[config.mk]
export PLATFORM = sky130hd
export DESIGN_NAME = vsync_regen
export DESIGN_NICKNAME = d
export VERILOG_FILES = /design/src/rtl/vsync_regen_pkg.sv /design/src/rtl/vsr_src_pick.sv /design/src/rtl/vsr_pol_learn.sv /design/src/rtl/vsr_width_gen.sv /design/src/rtl/vsync_regen.sv
export SDC_FILE = /design/constraint.sdc
export NUM_CORES = 1
export LEC_CHECK = 0
export CORE_ASPECT_RATIO = 1.75
export CORE_MARGIN = 3
export CORE_UTILIZATION = 55
export DETAILED_ROUTE_END_ITERATION = 6
export DONT_BUFFER_PORTS = 1
export PLACE_DENSITY = 0.73
export SLEW_MARGIN = 20
export SYNTH_ARGS = -nofsm -noshare
export SYNTH_HDL_FRONTEND = slang
export SYNTH_SLANG_ARGS = --single-unit
[constraint.sdc]
create_clock -name clk -period 2.5 [get_ports clk]
set_input_delay 0.625 -clock clk [delete_from_list [all_inputs] [get_ports clk]]
set_output_delay 0.625 -clock clk [all_outputs]
set_load 0.02 [all_outputs]
[src/rtl/vsync_regen_pkg.sv]
package vsync_regen_pkg;

  typedef enum logic {
    SRC_PIN = 1'b0,
    SRC_SEP = 1'b1
  } vs_src_e;

  // Map a level to its active-high form given the asserted level.
  function automatic logic to_level(input logic v, input logic active_hi);
    return active_hi ? v : ~v;
  endfunction

endpackage

[src/rtl/vsr_src_pick.sv]
module vsr_src_pick #(
  parameter int FRAME_CYC = 200
) (
  input  logic clk,
  input  logic rst,
  input  logic vs_pin,
  input  logic vs_sep,
  input  logic src_ovr,
  input  logic src_sel,
  output logic raw,
  output logic use_sep
);
  import vsync_regen_pkg::*;

  localparam int AW = $clog2(FRAME_CYC + 1);
  localparam logic [AW-1:0] AGE_MAX = AW'(FRAME_CYC);

  logic          pin_q, sep_q, pin_prev;
  logic [AW-1:0] age;
  logic          pin_alive;
  vs_src_e       src;

  assign pin_alive = (age < AGE_MAX);
  assign src       = src_ovr ? vs_src_e'(src_sel)
                             : (pin_alive ? SRC_PIN : SRC_SEP);
  assign use_sep   = (src == SRC_SEP);
  assign raw       = use_sep ? sep_q : pin_q;

  always_ff @(posedge clk) begin
    if (rst) begin
      pin_q    <= 1'b0;
      sep_q    <= 1'b0;
      pin_prev <= 1'b0;
      age      <= AGE_MAX;
    end else begin
      pin_q    <= vs_pin;
      sep_q    <= vs_sep;
      pin_prev <= pin_q;
      if (pin_q != pin_prev)
        age <= '0;
      else if (age < AGE_MAX)
        age <= age + 1'b1;
    end
  end
endmodule

[src/rtl/vsr_pol_learn.sv]
module vsr_pol_learn #(
  parameter int HOLD_CYC = 32
) (
  input  logic clk,
  input  logic rst,
  input  logic raw,
  input  logic pol_ovr,
  input  logic pol_in,
  output logic norm
);
  import vsync_regen_pkg::*;

  localparam int RW = $clog2(HOLD_CYC + 1);
  localparam logic [RW-1:0] RUN_MAX = RW'(HOLD_CYC);

  logic          last_v;
  logic [RW-1:0] run;
  logic          idle_lvl;
  logic          active_hi;

  assign active_hi = pol_ovr ? pol_in : ~idle_lvl;
  assign norm      = to_level(raw, active_hi);

  always_ff @(posedge clk) begin
    if (rst) begin
      last_v   <= 1'b0;
      run      <= '0;
      idle_lvl <= 1'b0;
    end else if (raw != last_v) begin
      last_v <= raw;
      run    <= '0;
    end else if (run < RUN_MAX) begin
      run <= run + 1'b1;
      if (run == RUN_MAX - 1'b1)
        idle_lvl <= raw;
    end
  end
endmodule

[src/rtl/vsr_width_gen.sv]
module vsr_width_gen #(
  parameter int DUR_W = 8
) (
  input  logic             clk,
  input  logic             rst,
  input  logic             norm,
  input  logic             hs_strobe,
  input  logic             dur_en,
  input  logic             filt_en,
  input  logic             out_pol,
  input  logic [DUR_W-1:0] dur_count,
  output logic             vs_out,
  output logic             busy,
  output logic             norm_d
);
  import vsync_regen_pkg::*;

  logic             dur_mode;
  logic             rise;
  logic             busy_nx;
  logic [DUR_W-1:0] hcnt, hcnt_nx;
  logic [DUR_W:0]   hcnt_inc;

  assign dur_mode = dur_en & filt_en;
  assign rise     = norm & ~norm_d;
  assign hcnt_inc = {1'b0, hcnt} + 1'b1;

  always_comb begin
    busy_nx = busy;
    hcnt_nx = hcnt;
    if (!dur_mode) begin
      busy_nx = 1'b0;
      hcnt_nx = '0;
    end else if (!busy) begin
      if (rise) begin
        busy_nx = 1'b1;
        hcnt_nx = '0;
      end
    end else if (hs_strobe) begin
      if (hcnt_inc >= {1'b0, dur_count})
        busy_nx = 1'b0;
      else
        hcnt_nx = hcnt_inc[DUR_W-1:0];
    end
  end

  always_ff @(posedge clk) begin
    if (rst) begin
      busy   <= 1'b0;
      hcnt   <= '0;
      norm_d <= 1'b0;
      vs_out <= 1'b0;
    end else begin
      busy   <= busy_nx;
      hcnt   <= hcnt_nx;
      norm_d <= norm;
      vs_out <= to_level(dur_mode ? busy_nx : norm, out_pol);
    end
  end
endmodule

[src/rtl/vsync_regen.sv]
module vsync_regen #(
  parameter int FRAME_CYC = 200,
  parameter int HOLD_CYC  = 32,
  parameter int DUR_W     = 8
) (
  input  logic             clk,
  input  logic             rst,
  input  logic             hs_strobe,
  input  logic             vs_pin,
  input  logic             vs_sep,
  input  logic             src_ovr,
  input  logic             src_sel,
  input  logic             pol_ovr,
  input  logic             pol_in,
  input  logic             out_pol,
  input  logic             filt_en,
  input  logic             dur_en,
  input  logic [DUR_W-1:0] dur_count,
  output logic             vs_out
);
  logic raw, use_sep, norm, norm_d, busy;

  vsr_src_pick #(.FRAME_CYC(FRAME_CYC)) u_src (
    .clk(clk), .rst(rst), .vs_pin(vs_pin), .vs_sep(vs_sep),
    .src_ovr(src_ovr), .src_sel(src_sel), .raw(raw), .use_sep(use_sep)
  );

  vsr_pol_learn #(.HOLD_CYC(HOLD_CYC)) u_pol (
    .clk(clk), .rst(rst), .raw(raw), .pol_ovr(pol_ovr),
    .pol_in(pol_in), .norm(norm)
  );

  vsr_width_gen #(.DUR_W(DUR_W)) u_wid (
    .clk(clk), .rst(rst), .norm(norm), .hs_strobe(hs_strobe),
    .dur_en(dur_en), .filt_en(filt_en), .out_pol(out_pol),
    .dur_count(dur_count), .vs_out(vs_out), .busy(busy), .norm_d(norm_d)
  );
endmodule

Yosys cells after proc, flatten, opt, wreduce, memory -nomap -nowiden:

Cells that the tools add are included.

* $add $sub $neg: 3
* multiply operators: 0
* div/mod/pow operators: 0
* magnitude comparators: 3
* eq/ne operators: 5
* shift-type cells: 0
* muxes and demuxes: 18
* bitwise logic cells: 8
* reduce and logical (&&, ||, !) cells: 7

Operators by type and width (number)
* $mux 8: 6
* $mux 1: 12
* $add 8x1->9 const B: 1
* $ge 9x8->1: 1
* $add 8x1->8 const B: 1
* $lt 8x8->1 const B: 1
* $add 6x1->6 const B: 1
* $eq 6x5->1 const B: 1
* $lt 6x6->1 const B: 1
* $not 1->1: 6
* $reduce_and 3->1: 2
* $reduce_or 2->1: 3
* $ne 2x2->1 const B: 2
* $reduce_bool 2->1: 2
* $and 1x1->1: 2
* $ne 1x1->1: 2

* register bits after elaboration: 30
* latch bits: 0
* RAM bits: 0
* memory bits (read-only): 0
* input port bits: 20
* output and inout bits: 1
* logic and storage cells: 56
* memories kept: 0

Logic depth before layout (Yosys ltp):

* word-level depth: 13
* mapped depth: 11
* gate-level depth less buffers: 11

By module:

From an unflattened synthesis, not the netlist that was laid out.

* cell total of the unflattened synthesis: 193
* area, all modules: 1757.9 µm²

By module, submodules not included
* vsr_width_gen: instances 1, cells an instance 105, area an instance 874.6 µm², seq. area each 220.2 µm²
* vsr_src_pick: instances 1, cells an instance 51, area an instance 518.0 µm², seq. area each 220.2 µm²
* vsr_pol_learn: instances 1, cells an instance 37, area an instance 365.4 µm², seq. area each 160.2 µm²

Worst setup path before layout:

No wires, ideal clock.

* path kind: register -> register
* from: register u_wid.hcnt[0]
* to: register u_wid.hcnt[0]
* arrival time: 2.329 ns
* required time: 2.377 ns
* setup slack: 0.048 ns
* cell stages (with the launch flop): 12
* buffers on the path: 0
* period minus slack after synthesis: 2.452 ns
* cell sequence: dfxtp_1 ha_1 nand3_1 or2_2 nand2_1 ha_1 a21oi_1 o221ai_1 a211oi_1 and3_1 a211oi_4 mux2_1

* word-level cells in the longest chain between the ends: 4
* elaborated cells on any way between the ends: 7
* those cells by class: add/sub: 1; order compare: 1; eq/ne: 1; mux: 3; reduce/logical: 1

Ends and longest elaborated chain
* start: declaration: line vsr_width_gen.sv:21 `logic [DUR_W-1:0] hcnt, hcnt_nx;`
* start signal: assignment: line vsr_width_gen.sv:55 `hcnt <= hcnt_nx;`
* $add 8x1->9 (*): line vsr_width_gen.sv:26 `assign hcnt_inc = {1'b0, hcnt} + 1'b1;`
* $ge 9x8->1 / $mux 8 (equally long branches): line vsr_width_gen.sv:40 `if (hcnt_inc >= {1'b0, dur_count})`
* $ne 2x2->1 (no line) / $mux 8 (equally long branches)
* $reduce_and 3->1 (no line) / $mux 8 (equally long branches)

Mark *: on every way between the ends. The rest lies on a longest branch, timed or not. The select of a mux whose other input is x is not followed.
A chain may end at the register's enable or synchronous reset.

Final worst setup path:

* from: register u_wid.hcnt[3]
* to: register u_wid.hcnt[0]

* word-level cells in the longest chain between the ends: 4

Ends and longest elaborated chain (line)
* $add 8x1->9: vsr_width_gen.sv:26
* $ge 9x8->1: vsr_width_gen.sv:40
* $ne 2x2->1 (no line)
* $reduce_and 3->1 (no line)

Every way passes these cells.

==> results.sh <==
export IMPL_seqPwrFrac_pct=51.2
export IMPL_drt_initial_drc_count=44
export IMPL_initial_utilization_pct=57.8
export IMPL_grt_pass1_wl_mm=5.29
export IMPL_synth_nets=207
export IMPL_fillCellCount=220
export IMPL_tritoncts="yes"
export IMPL_n_antenna_cell=0
export IMPL_fp_row_count=25
export IMPL_powerDensity_nw_per_um2=555
export IMPL_final_cell_mix="dfxtp_1, nor2_1, nand2_1"
export IMPL_period_share_pct=97.2
export IMPL_dp_cells=209
export IMPL_power_switching_uw=244
export IMPL_die_w_um=46.4
export IMPL_clk_latency_ns=0.28
export IMPL_arrival_ns=2.60
export IMPL_worstPathRequired_ns=2.66
export IMPL_fin_tns_setup_ns=0
export IMPL_cp_max_fo=8
export IMPL_holdBufCountCts=0
export IMPL_cts_inserted_buffers=5
export IMPL_final_common_cell="dfxtp_1"
export IMPL_wl_per_cell_um=15.1
export IMPL_hpwl_mm=2.53
export IMPL_route_vias_total=1294
export IMPL_worstMarginPinSlew_ns=0.368
export IMPL_finalSetupViolCount=0
export IMPL_synth_cell_area_um2=1570
export IMPL_drc=0
export IMPL_postSynthAreaPerCell_um2=8.94
export IMPL_fp_dieH_um=76.8
export IMPL_max_cap_violations=0
export IMPL_gr_total_overflow=0
export IMPL_synth_cell_types=33
export IMPL_ys_seq_area_share_pct=38.2
export IMPL_critPathCaptureType="register"
export IMPL_antenna_found_initial=0
export IMPL_grt_pass1_vias=1321
export IMPL_rsz0062_at_grt="true"
export IMPL_io_pins=21
export IMPL_max_slew_margin_pct=75.4
export IMPL_cts_sinks=30
export IMPL_drt_pre_antenna_iters=4
export IMPL_viasPerCell=5.88
export IMPL_port_buffers=0
export IMPL_hold_path_class="in2reg"
export IMPL_leakagePower_uw=0.000819
export IMPL_drive_above_1_share_pct=22.3
export IMPL_finalClockSkew_ns=0.00412
export IMPL_place_congestion=0.908
export IMPL_period_needed_ns=2.43
export IMPL_num_nets_final=223
export IMPL_startpoint_type="register"
export IMPL_final_cell_count_no_fill=220
export IMPL_finalMaxSlewViolations=0
export IMPL_timing_fmax_ghz=0.411
export IMPL_core_area_um2=2720
export IMPL_total_power_uw=1020
export IMPL_ir_drop_mv=0.450
export IMPL_cts_root_buf="clkbuf_8"
export IMPL_synth_seq_cells=30
export IMPL_p_comb_share_pct=10.7
export IMPL_yosysWarnings=0
export IMPL_p_int_uw=775
export IMPL_syn_inst=176
export IMPL_grt_start_max_net_pins=16
export IMPL_ant_nets=0
export IMPL_clkTransAtPathRegs_ns=0.06
export IMPL_area_delta_synth_final_pct=16.7
export IMPL_p_clk_share_pct=38.2
export IMPL_clk_path_buf_depth=2
export IMPL_wl_mm=3.32
export IMPL_htreeDepth=2
export IMPL_grt_usage_pct=20.6
export IMPL_die_area_um2=3570
export IMPL_p_sw_share_pct=23.9
export IMPL_crit_type="reg2reg"
export IMPL_status="complete, no violations"
export IMPL_hold_viol_final=0
-- cell usage after synthesis, drive strengths merged --
| library cell | n | area share, % |
|---|---|---|
| or2b | 1 | 0.48 |
| a21oi | 11 | 3.5 |
| or2 | 6 | 2.4 |
| a2bb2oi | 1 | 0.56 |
| and3 | 5 | 2.0 |
| dfxtp | 30 | 38 |
| nand2b | 3 | 1.2 |
| nor2 | 21 | 5.0 |
| ha | 11 | 8.7 |
| nand3 | 9 | 2.9 |
| inv | 12 | 2.9 |
| a31oi | 2 | 0.79 |
| o221ai | 1 | 0.56 |
| o21bai | 2 | 0.95 |
| nand2 | 14 | 3.3 |
| mux2i | 3 | 2.7 |
| nor2b | 8 | 3.2 |
| o21ai | 5 | 1.8 |
| a22o | 4 | 2.2 |
| nand4 | 2 | 0.79 |
| a21o | 3 | 1.4 |
| a211oi | 2 | 1.7 |
| o311ai | 1 | 1.7 |
| mux2 | 2 | 1.4 |
| clkbuf | 1 | 0.24 |
| xor2 | 8 | 4.5 |
| xnor2 | 8 | 4.9 |
-- routing by layer --
layer  global-route usage, %  vias up  share of wire [%]
met5                       0        -                  0
met4                    13.4        0                2.5
met3                    6.57       10                4.9
met2                    36.5       52                 57
met1                    17.7      606                 35
li1                        -      626                  -
-- flip-flops by register name, indices dropped and copies added, names as in the netlist --
signal          cells
u_src.age           8
u_wid.hcnt          8
u_pol.run           6
u_pol.idle_lvl      1
u_pol.last_v        1
u_src.pin_prev      1
u_src.pin_q         1
u_src.sep_q         1
u_wid.busy          1
u_wid.norm_d        1
u_wid.vs_out        1
-- final timing paths --
path / from / to / slack (ns) / cells past startpoint
worst max-delay path: u_wid.hcnt[3] / u_wid.hcnt[0] / 0.07 / 11
worst min-delay path: rst / u_wid.norm_d / 0.41 / 1
worst min register to register: u_src.pin_q / u_src.pin_prev / 0.52 / 1
worst max register to register: u_wid.hcnt[3] / u_wid.hcnt[0] / 0.07 / 11
-- power by group through the flow --
| stage | clock network (uW) | registers (uW) | logic [uW] |
|---|---|---|---|
| 2_1_floorplan | 0 | 527 | 88.1 |
| 3_3_place_gp | 0 | 530 | 99.3 |
| 3_5_place_dp | 0 | 532 | 106 |
| 4_1_cts | 401 | 522 | 108 |
| 5_1_grt | 417 | 524 | 122 |
| 6_report | 389 | 521 | 109 |
-- kinds of logic after synthesis --
group           count (synthesis)  share of synthesized area [%]
compound gates                 32                           15.3
xor+xnor                       16                           9.38
fa+ha+maj                      11                           8.74
buf+inv                        13                           3.10
flops                          30                           38.2
mux                             5                           4.13
simple gates                   69                           21.2
-- what timing repair did --
item                       CTS  global route
resized for setup           15             5
setup endpoints to repair    9             9
pin swaps                    7             5
buffers inserted             2             1
-- final cells by class --
class,count,area [um^2],area share (%)
repair buffers,10,75.1,4.09
multi-input cells,133,985,53.6
well taps,27,33.8,1.84
inverters,12,45.0,2.45
clock inverters,1,5.00,0.272
flip-flops and latches,30,607,33.0
clock buffers,7,86.3,4.70
-- per-stage QoR --
| step | hold slack [ns] | worst slack (ns) | cell area (um^2) | utilization, % |
|---|---|---|---|---|
| final | 0.412 | 0.0690 | 1840 | 67.5 |
| after global routing | 0.402 | -0.0185 | 1840 | 67.5 |
| after CTS | 0.404 | 0.0203 | 1810 | 66.4 |
| after detailed placement | 0.518 | -0.174 | 1660 | 60.9 |
| after global placement | 0.470 | 0.0337 | 1660 | 60.9 |
| after floorplan | 0.462 | 0.0479 | 1570 | - |
-- critical path, cell delays in order (launching register included) --
cell      delay [ns]
dfxtp_2         0.33
and3_4          0.22
nand3_4         0.09
or2_2           0.30
nand2_1         0.08
ha_1            0.23
nand3_1         0.10
o221ai_1        0.13
a211oi_2        0.26
and3_4          0.24
a211oi_4        0.06
mux2_4          0.28
Power figures use the tool's default switching activity.
